--- src/rtl/updn_pkg.sv ---
package updn_pkg;

  typedef enum logic [1:0] {
    M_TIMER = 2'd0,
    M_EVENT = 2'd1,
    M_QUAD2 = 2'd2,
    M_QUAD4 = 2'd3
  } cnt_mode_e;

  // control word bits [5:0]; bit 6 (cascade) only exists for lane 0
  typedef struct packed {
    logic [1:0] div;
    logic       run;
    logic       match_zero;
    cnt_mode_e  mode;
  } lane_ctrl_t;

  localparam logic [2:0] A_CTRL0 = 3'd0;
  localparam logic [2:0] A_CTRL1 = 3'd1;
  localparam logic [2:0] A_CMP   = 3'd2;
  localparam logic [2:0] A_CLR   = 3'd3;
  localparam logic [2:0] A_ACK   = 3'd4;
  localparam int CASC_BIT = 6;
  localparam int FLAG_N   = 7;

  // forward Gray step on {a,b}: 00 -> 01 -> 11 -> 10 -> 00
  function automatic logic gray_fwd(input logic [1:0] p, input logic [1:0] n);
    return (p == 2'b00 && n == 2'b01) || (p == 2'b01 && n == 2'b11) ||
           (p == 2'b11 && n == 2'b10) || (p == 2'b10 && n == 2'b00);
  endfunction

  function automatic logic gray_bwd(input logic [1:0] p, input logic [1:0] n);
    return gray_fwd(n, p);
  endfunction

  function automatic logic gray_jump(input logic [1:0] p, input logic [1:0] n);
    return (p ^ n) == 2'b11;
  endfunction

  // returns {up, dn} for a lane given its mode and the decoded events
  function automatic logic [1:0] pick_step(input cnt_mode_e m, input logic run,
                                           input logic tick,
                                           input logic ev_up, input logic ev_dn,
                                           input logic q2_up, input logic q2_dn,
                                           input logic q4_up, input logic q4_dn);
    logic [1:0] r;
    case (m)
      M_TIMER: r = {tick, 1'b0};
      M_EVENT: r = {ev_up, ev_dn};
      M_QUAD2: r = {q2_up, q2_dn};
      default: r = {q4_up, q4_dn};
    endcase
    return run ? r : 2'b00;
  endfunction

endpackage

--- src/rtl/updn_sync.sv ---
module updn_sync #(
  parameter int W      = 4,
  parameter int STAGES = 2
) (
  input  logic         clk,
  input  logic         rst_n,
  input  logic [W-1:0] d,
  output logic [W-1:0] q
);
  logic [STAGES-1:0][W-1:0] stg;

  always_ff @(posedge clk or negedge rst_n) begin
    if (!rst_n) begin
      stg <= '0;
    end else begin
      stg[0] <= d;
      for (int s = 1; s < STAGES; s++) stg[s] <= stg[s-1];
    end
  end

  assign q = stg[STAGES-1];
endmodule

--- src/rtl/updn_phase_decode.sv ---
module updn_phase_decode import updn_pkg::*; (
  input  logic clk,
  input  logic rst_n,
  input  logic a,
  input  logic b,
  input  logic cin,
  input  logic dir,
  output logic ev_up,
  output logic ev_dn,
  output logic q2_up,
  output logic q2_dn,
  output logic q4_up,
  output logic q4_dn,
  output logic q4_err
);
  logic prev_a, prev_b, prev_c;
  logic a_edge, c_rise;

  always_ff @(posedge clk or negedge rst_n) begin
    if (!rst_n) begin
      prev_a <= 1'b0;
      prev_b <= 1'b0;
      prev_c <= 1'b0;
    end else begin
      prev_a <= a;
      prev_b <= b;
      prev_c <= cin;
    end
  end

  assign c_rise = cin & ~prev_c;
  assign ev_up  = c_rise & dir;
  assign ev_dn  = c_rise & ~dir;

  assign a_edge = a ^ prev_a;
  assign q2_up  = a_edge & (a == b);
  assign q2_dn  = a_edge & (a != b);

  assign q4_up  = gray_fwd({prev_a, prev_b}, {a, b});
  assign q4_dn  = gray_bwd({prev_a, prev_b}, {a, b});
  assign q4_err = gray_jump({prev_a, prev_b}, {a, b});
endmodule

--- src/rtl/updn_prescale.sv ---
module updn_prescale #(
  parameter int PRE_W = 6
) (
  input  logic       clk,
  input  logic       rst_n,
  input  logic       restart,
  input  logic       run,
  input  logic [1:0] div,
  output logic       tick
);
  logic [PRE_W-1:0] presc;
  logic [PRE_W-1:0] mask;

  always_comb begin
    mask = '0;
    for (int k = 0; k < PRE_W; k++)
      if (k < 2 * int'(div)) mask[k] = 1'b1;
  end

  assign tick = run && ((presc & mask) == mask);

  always_ff @(posedge clk or negedge rst_n) begin
    if (!rst_n)       presc <= '0;
    else if (restart) presc <= '0;
    else if (run)     presc <= presc + 1'b1;
  end
endmodule

--- src/rtl/updn_lane.sv ---
module updn_lane #(
  parameter int LANE_W = 8
) (
  input  logic              clk,
  input  logic              rst_n,
  input  logic              inc,
  input  logic              dec,
  input  logic              zero,
  output logic [LANE_W-1:0] cnt,
  output logic [LANE_W-1:0] stp,
  output logic              carry,
  output logic              borrow
);
  assign stp    = inc ? cnt + 1'b1 : (dec ? cnt - 1'b1 : cnt);
  assign carry  = inc && (cnt == {LANE_W{1'b1}});
  assign borrow = dec && (cnt == '0);

  always_ff @(posedge clk or negedge rst_n) begin
    if (!rst_n)    cnt <= '0;
    else if (zero) cnt <= '0;
    else           cnt <= stp;
  end
endmodule

--- src/rtl/updn_counter_unit.sv ---
module updn_counter_unit import updn_pkg::*; #(
  parameter int LANE_W      = 8,
  parameter int SYNC_STAGES = 2,
  parameter int PRE_W       = 6
) (
  input  logic                clk,
  input  logic                rst_n,
  input  logic                wr_en,
  input  logic [2:0]          wr_addr,
  input  logic [2*LANE_W-1:0] wr_data,
  input  logic                phase_a,
  input  logic                phase_b,
  input  logic                cnt_in,
  input  logic                dir_in,
  output logic [2*LANE_W-1:0] count,
  output logic [1:0]          flag_match,
  output logic [1:0]          flag_ovf,
  output logic [1:0]          flag_unf,
  output logic                flag_phase
);
  localparam int CW = 2 * LANE_W;

  // synchronized inputs
  logic [3:0] raw_in, syn_in;
  assign raw_in = {phase_a, phase_b, cnt_in, dir_in};

  updn_sync #(.W(4), .STAGES(SYNC_STAGES)) u_sync (
    .clk(clk), .rst_n(rst_n), .d(raw_in), .q(syn_in)
  );

  logic ev_up, ev_dn, q2_up, q2_dn, x4_up, x4_dn, x4_err;

  updn_phase_decode u_dec (
    .clk(clk), .rst_n(rst_n),
    .a(syn_in[3]), .b(syn_in[2]), .cin(syn_in[1]), .dir(syn_in[0]),
    .ev_up(ev_up), .ev_dn(ev_dn), .q2_up(q2_up), .q2_dn(q2_dn),
    .q4_up(x4_up), .q4_dn(x4_dn), .q4_err(x4_err)
  );

  // register port
  lane_ctrl_t        ctrl_q [2];
  logic              casc;
  logic [CW-1:0]     cmp_q;
  logic [FLAG_N-1:0] flag_q;
  logic [1:0]        wr_ctrl;
  logic              wr_cmp;
  logic [1:0]        sclr;
  logic [FLAG_N-1:0] ack_mask;

  assign wr_ctrl[0] = wr_en && (wr_addr == A_CTRL0);
  assign wr_ctrl[1] = wr_en && (wr_addr == A_CTRL1);
  assign wr_cmp     = wr_en && (wr_addr == A_CMP);
  assign sclr       = (wr_en && (wr_addr == A_CLR)) ? wr_data[1:0] : 2'b00;
  assign ack_mask   = (wr_en && (wr_addr == A_ACK)) ? wr_data[FLAG_N-1:0] : '0;

  always_ff @(posedge clk or negedge rst_n) begin
    if (!rst_n) begin
      for (int i = 0; i < 2; i++) ctrl_q[i] <= '0;
      casc  <= 1'b0;
      cmp_q <= '0;
    end else begin
      for (int i = 0; i < 2; i++)
        if (wr_ctrl[i]) ctrl_q[i] <= lane_ctrl_t'(wr_data[5:0]);
      if (wr_ctrl[0]) casc <= wr_data[CASC_BIT];
      if (wr_cmp)     cmp_q <= wr_data;
    end
  end

  // lanes
  logic [1:0]        tick, own_up, own_dn;
  logic [1:0]        lane_inc, lane_dec, lane_zero, lane_carry, lane_borrow;
  logic [1:0]        mhit;
  logic [LANE_W-1:0] cnt [2];
  logic [LANE_W-1:0] stp [2];

  generate
    for (genvar i = 0; i < 2; i++) begin : g_lane
      updn_prescale #(.PRE_W(PRE_W)) u_pre (
        .clk(clk), .rst_n(rst_n), .restart(wr_ctrl[i]),
        .run(ctrl_q[i].run), .div(ctrl_q[i].div), .tick(tick[i])
      );

      assign {own_up[i], own_dn[i]} = pick_step(ctrl_q[i].mode, ctrl_q[i].run, tick[i],
                                                ev_up, ev_dn, q2_up, q2_dn, x4_up, x4_dn);

      if (i == 0) begin : g_low
        assign lane_inc[i] = own_up[i];
        assign lane_dec[i] = own_dn[i];
      end else begin : g_high
        assign lane_inc[i] = casc ? lane_carry[0]  : own_up[i];
        assign lane_dec[i] = casc ? lane_borrow[0] : own_dn[i];
      end

      updn_lane #(.LANE_W(LANE_W)) u_lane (
        .clk(clk), .rst_n(rst_n),
        .inc(lane_inc[i]), .dec(lane_dec[i]), .zero(lane_zero[i]),
        .cnt(cnt[i]), .stp(stp[i]),
        .carry(lane_carry[i]), .borrow(lane_borrow[i])
      );

      assign mhit[i] = (lane_inc[i] | lane_dec[i]) &&
                       (stp[i] == cmp_q[i*LANE_W +: LANE_W]);
    end
  endgenerate

  // compare and zero-load
  logic mhit16, mload0, mload1;
  assign mhit16 = (lane_inc[0] | lane_dec[0]) && ({stp[1], stp[0]} == cmp_q);
  assign mload0 = casc ? (mhit16 && ctrl_q[0].match_zero) : (mhit[0] && ctrl_q[0].match_zero);
  assign mload1 = casc ? (mhit16 && ctrl_q[0].match_zero) : (mhit[1] && ctrl_q[1].match_zero);
  assign lane_zero[0] = sclr[0] | mload0;
  assign lane_zero[1] = sclr[1] | mload1;

  // flag events
  logic [1:0] m_ev, o_ev, u_ev;
  logic       phase_ev;
  logic [FLAG_N-1:0] ev_flags;

  assign m_ev[0] = casc ? mhit16 : mhit[0];
  assign m_ev[1] = casc ? 1'b0   : mhit[1];
  assign o_ev[0] = casc ? lane_carry[1]  : lane_carry[0];
  assign o_ev[1] = casc ? 1'b0           : lane_carry[1];
  assign u_ev[0] = casc ? lane_borrow[1] : lane_borrow[0];
  assign u_ev[1] = casc ? 1'b0           : lane_borrow[1];
  assign phase_ev = x4_err &&
                    ((ctrl_q[0].run && ctrl_q[0].mode == M_QUAD4) ||
                     (!casc && ctrl_q[1].run && ctrl_q[1].mode == M_QUAD4));
  assign ev_flags = {phase_ev, u_ev, o_ev, m_ev};

  always_ff @(posedge clk or negedge rst_n) begin
    if (!rst_n) flag_q <= '0;
    else        flag_q <= (flag_q & ~ack_mask) | ev_flags;
  end

  assign count      = {cnt[1], cnt[0]};
  assign flag_match = flag_q[1:0];
  assign flag_ovf   = flag_q[3:2];
  assign flag_unf   = flag_q[5:4];
  assign flag_phase = flag_q[6];
endmodule

--- config.mk ---
export PLATFORM = sky130hd
export DESIGN_NAME = updn_counter_unit
export DESIGN_NICKNAME = d
export VERILOG_FILES = /design/src/rtl/updn_pkg.sv /design/src/rtl/updn_sync.sv /design/src/rtl/updn_phase_decode.sv /design/src/rtl/updn_prescale.sv /design/src/rtl/updn_lane.sv /design/src/rtl/updn_counter_unit.sv
export SDC_FILE = /design/constraint.sdc
export NUM_CORES = 1
export LEC_CHECK = 0
export BUFFER_PORTS_ARGS = -buffer_cell sky130_fd_sc_hd__clkbuf_2
export CAP_MARGIN = 20
export CORE_ASPECT_RATIO = 0.9
export CORE_MARGIN = 3
export CORE_UTILIZATION = 50
export DETAILED_ROUTE_END_ITERATION = 6
export PLACE_DENSITY = 0.78
export SYNTH_ARGS = -nofsm -noshare
export SYNTH_HDL_FRONTEND = slang
export SYNTH_HIERARCHICAL = 1
export SYNTH_SLANG_ARGS = --single-unit
--- constraint.sdc ---
create_clock -name clk -period 6.9 [get_ports clk]
set_clock_uncertainty 0.15 [all_clocks]
set_input_delay 1.38 -clock clk [delete_from_list [all_inputs] [get_ports clk]]
set_output_delay 1.38 -clock clk [all_outputs]
set_load 0.1 [all_outputs]
==> metrics.md <==
| Metric | Value |
|---|---|
| Required @ worst endpoint | `between 6 and 7 ns` |
| Via count | `2818` |
| Pin count of the biggest net entering global routing | `between 70 and 80` |
| CTS Root Cell | `clkbuf_8` |
| #FFs+latches synth | `75` |
| Pleak | `2.074 nW` |
| Initial antenna violation count | `0` |
| Later-pin clock latency in the skew report | `roughly 0.35 ns` |
| Area Overhead vs Synth | `12.39%` |
| Post-Synthesis Cells | `between 300 and 400` |
| All-Layer GR Usage | `between 10% and 20%` |
| Vias in the first global route | `~2900` |
| Worst path cell trace | `inv_1, ha_1, mux4_1, mux4_2, and2_1, nand4_1, nor2_1, and3_1, a22o_1, or4b_4, nor4_2, a31oi_1, xnor2_1, xnor2_1, nand4_1, nor2_1, and2b_1, o21ai_1, nor2_1, mux2_2` |
| Max incr delay on CP | `0.58 ns` |
| Setup slack at placement | `1.281 ns` |
| Top Layer Used | `met4` |
| Total CTS buffers | `9` |
| Setup tns final | `0 ns` |
| Worst VDD drop | `around 200 µV` |
| Dpl cell area | `between 4000 and 5000 µm²` |
| Area contributors post-synth | `dfrtp_1, xnor2_1, nand2_1, mux2_2, ha_1` |
| Fraction of registers with async set or reset after synthesis | `100.0%` |
| WL met1 | `about 3800 µm` |
| Syn avg cell area | `11.10 µm²` |
| Die Wd | `around 100 µm` |
| Routed wl met3 | `510 µm` |
| Initial Util | `~53%` |
| Synth Area in Adders | `3.716%` |
| Synth Area in Compound Gates | `6.318%` |
| Die area | `9196 µm²` |
| Port bufs | `48` |
| Prevailing post-synth register cell | `dfrtp_1` |
| Synthesized cell area | `roughly 4000 µm²` |
| Placed Cells | `around 500` |
| Min Tclk post-route | `roughly 5.7 ns` |
| Final worst path period share | `between 80 and 90%` |
| Most frequent cells in the layout | `dfrtp_1, nand2_1, clkbuf_2` |
| Min-delay worst type | `reg2reg` |
| Total I/O pin count | `between 40 and 50` |
| Fin util | `around three fifths` |
| Most common cell after layout, fill and taps aside | `dfrtp_1` |
| Post-synth top area share | `about 46%` |
| Final nets | `between 400 and 500` |
| Total clock sinks | `between 70 and 80` |
| CP Class | `reg2reg` |
| Max Clk Rate | `~180 MHz` |
| Met2 Wirelength | `3810 µm` |
| Reg clk slew, reported paths | `around 0.08 ns` |
| Drt wl/cell | `15.95 µm` |
| DR DRC count | `0` |
| Outcome | `completed` |
| Crit end category | `register` |
| Clock Path Buffers | `2` |
| H-tree levels | `3` |
| Drt via density | `5.482` |
| RePlAce Congestion | `0.9372` |
| ANT cells | `0` |
| Final cell count without fillers | `slightly above 500` |
| Synth cell types | `48` |
| DRT antenna net count | `0` |
| Total congestion overflow | `0` |
| Setup bufs post-CTS | `0` |
| Setup violators final | `0` |
| Initial DRC Count | `between 150 and 200` |
| Core Area | `7695 µm²` |
| Setup ws final | `~1.2 ns` |
| Max Slew Vio Count | `0` |
| Post-synthesis xor/xnor area fraction | `between 8 and 9%` |
| Synth Net Count | `between 400 and 500` |
| RSZ-0062 raised after global routing | `no` |
| Post-synthesis mux area share | `12.85%` |
| Final Routed Wirelength | `about 8200 µm` |
| Power per cell area | `between 400 and 500 nW/µm²` |
| Slowest CP cell | `or4b_4` |
| CP bufs+invs | `1` |
| DRT Pass-1 Iters | `4` |
| # hold bufs at CTS | `0` |
| Critical path peak fanout | `9` |
| CP Data Arrival Time | `around 5.8 ns` |
| Post-synthesis simple-gate area fraction | `about a fifth` |
| Post-CTS sizing | `0` |
| Max-Slew Margin vs Limit | `a little under a third` |
| Worst-Margin Slew | `between 1 and 1.5 ns` |
| Ratio of cells with drive above 1 in the final layout | `23.68%` |
| Synth area leader | `dfrtp_1` |
| EDFF count, synth | `0` |
| CTS tree | `done` |
| Core Rows | `30` |
| Final instance area | `approximately 4500 µm²` |
| Die height | `between 90 and 100 µm` |
| Largest family of logic cells by synthesized area | `simple AND/OR/NAND/NOR gates` |
| YS warnings | `6` |
| HPWL after DPL | `6035 µm` |
| Most used cell, CP | `nor2_1` |
| Number of max-cap violations | `0` |
| Final hold viol count | `0` |
| Delay-heaviest family, CP | `simple AND/OR/NAND/NOR gates` |
| Type of origin of the critical path | `register` |
| First-pass GRT wire length | `between 10000 and 15000 µm` |
| Seq/Total Area, Yosys | `between 40 and 50%` |
## worst register-to-register path: cells and delay by family (launching register included)
kind                     cells  cell delay, ns
AO/OA/AOI/OAI                3            0.90
XOR/XNOR                     2            0.33
adder cells (fa/ha/maj)      1            0.21
buffers and inverters        1            0.09
flip-flops                   1            0.44
multiplexers                 3            1.34
AND/OR/NAND/NOR             10            2.13
## final cells by class
type / count / area, µm²
inverter: 10 / 37.54
multi-input combinational: 269 / 2046
clock inverter: 5 / 86.33
sequential: 75 / 1877
tap: 96 / 120.1
fill: 643 / 3154
clock buffer: 11 / 131.4
timing repair buffer: 48 / 242.7
## cells by family after synthesis
logic type	after synthesis
buffers and inverters	20
multiplexers	38
AO/OA/AOI/OAI	40
flip-flops	75
XOR/XNOR	40
adder cells (fa/ha/maj)	12
AND/OR/NAND/NOR	139
## synth_stat cells, types with 5 or more instances
cell,count
dfrtp_1,75
nand2_1,48
xnor2_1,24
nor2_1,22
nor2b_1,16
xor2_1,16
mux2_2,15
o21ai_0,15
nand4_1,13
ha_1,12
inv_1,10
mux2_4,10
mux2_1,7
a21oi_1,5
and2b_1,5
## per-stage QoR
step / hold WS (ns) / power, mW
3_3_place_gp: 0.1835 / 1.563
4_1_cts: 0.2131 / 1.957
6_report: 0.2095 / 1.944
5_1_grt: 0.2201 / 2.060
3_5_place_dp: 0.1896 / 1.581
2_1_floorplan: 0.1812 / 1.412
## path summary, 6_finish.rpt
path / startpoint / to / slack (ns) / depth (start not counted)
max in group asynchronous: rst_n / g_lane[1].u_pre/presc[5] / 4.98 / 1
setup reg to reg: u_sync/q[3] / g_lane[0].u_lane/cnt[7] / 1.20 / 20
hold reg to reg: u_sync/stg[1] / u_sync/q[1] / 0.21 / 0
min in group asynchronous: rst_n / cmp_q[12] / 1.01 / 1
setup / recovery: u_sync/q[3] / g_lane[0].u_lane/cnt[7] / 1.20 / 20
hold / removal: u_sync/stg[1] / u_sync/q[1] / 0.21 / 0
## layer usage
| layer | global-route usage (%) | vias to the layer above |
|---|---|---|
| met2 | 29.93 | 72 |
| met3 | 6.221 | 7 |
| met4 | 5.051 | 0 |
| met5 | 0 | - |
| met1 | 27.23 | 1357 |
| li1 | - | 1382 |
## flip-flops by register name (all words and copies together), names as in the netlist
| register | flops |
|---|---|
| casc | 1 |
| ctrl_q | 12 |
| g_lane.u_pre/presc | 12 |
| u_sync/q | 4 |
| flag_q | 7 |
| cmp_q | 16 |
| u_dec/prev_b | 1 |
| u_dec/prev_c | 1 |
| u_dec/prev_a | 1 |
| g_lane.u_lane/cnt | 16 |
| u_sync/stg | 4 |
## power by group
part,switching (mW),internal [mW],total [mW],leakage [nW]
Sequential,0.163,0.561,0.724,0.928
Combinational,0.592,0.258,0.850,1.04
Clock,0.163,0.206,0.369,0.108
Total,0.918,1.03,1.94,2.07
Note: power is estimated with default switching activity, not from simulation.
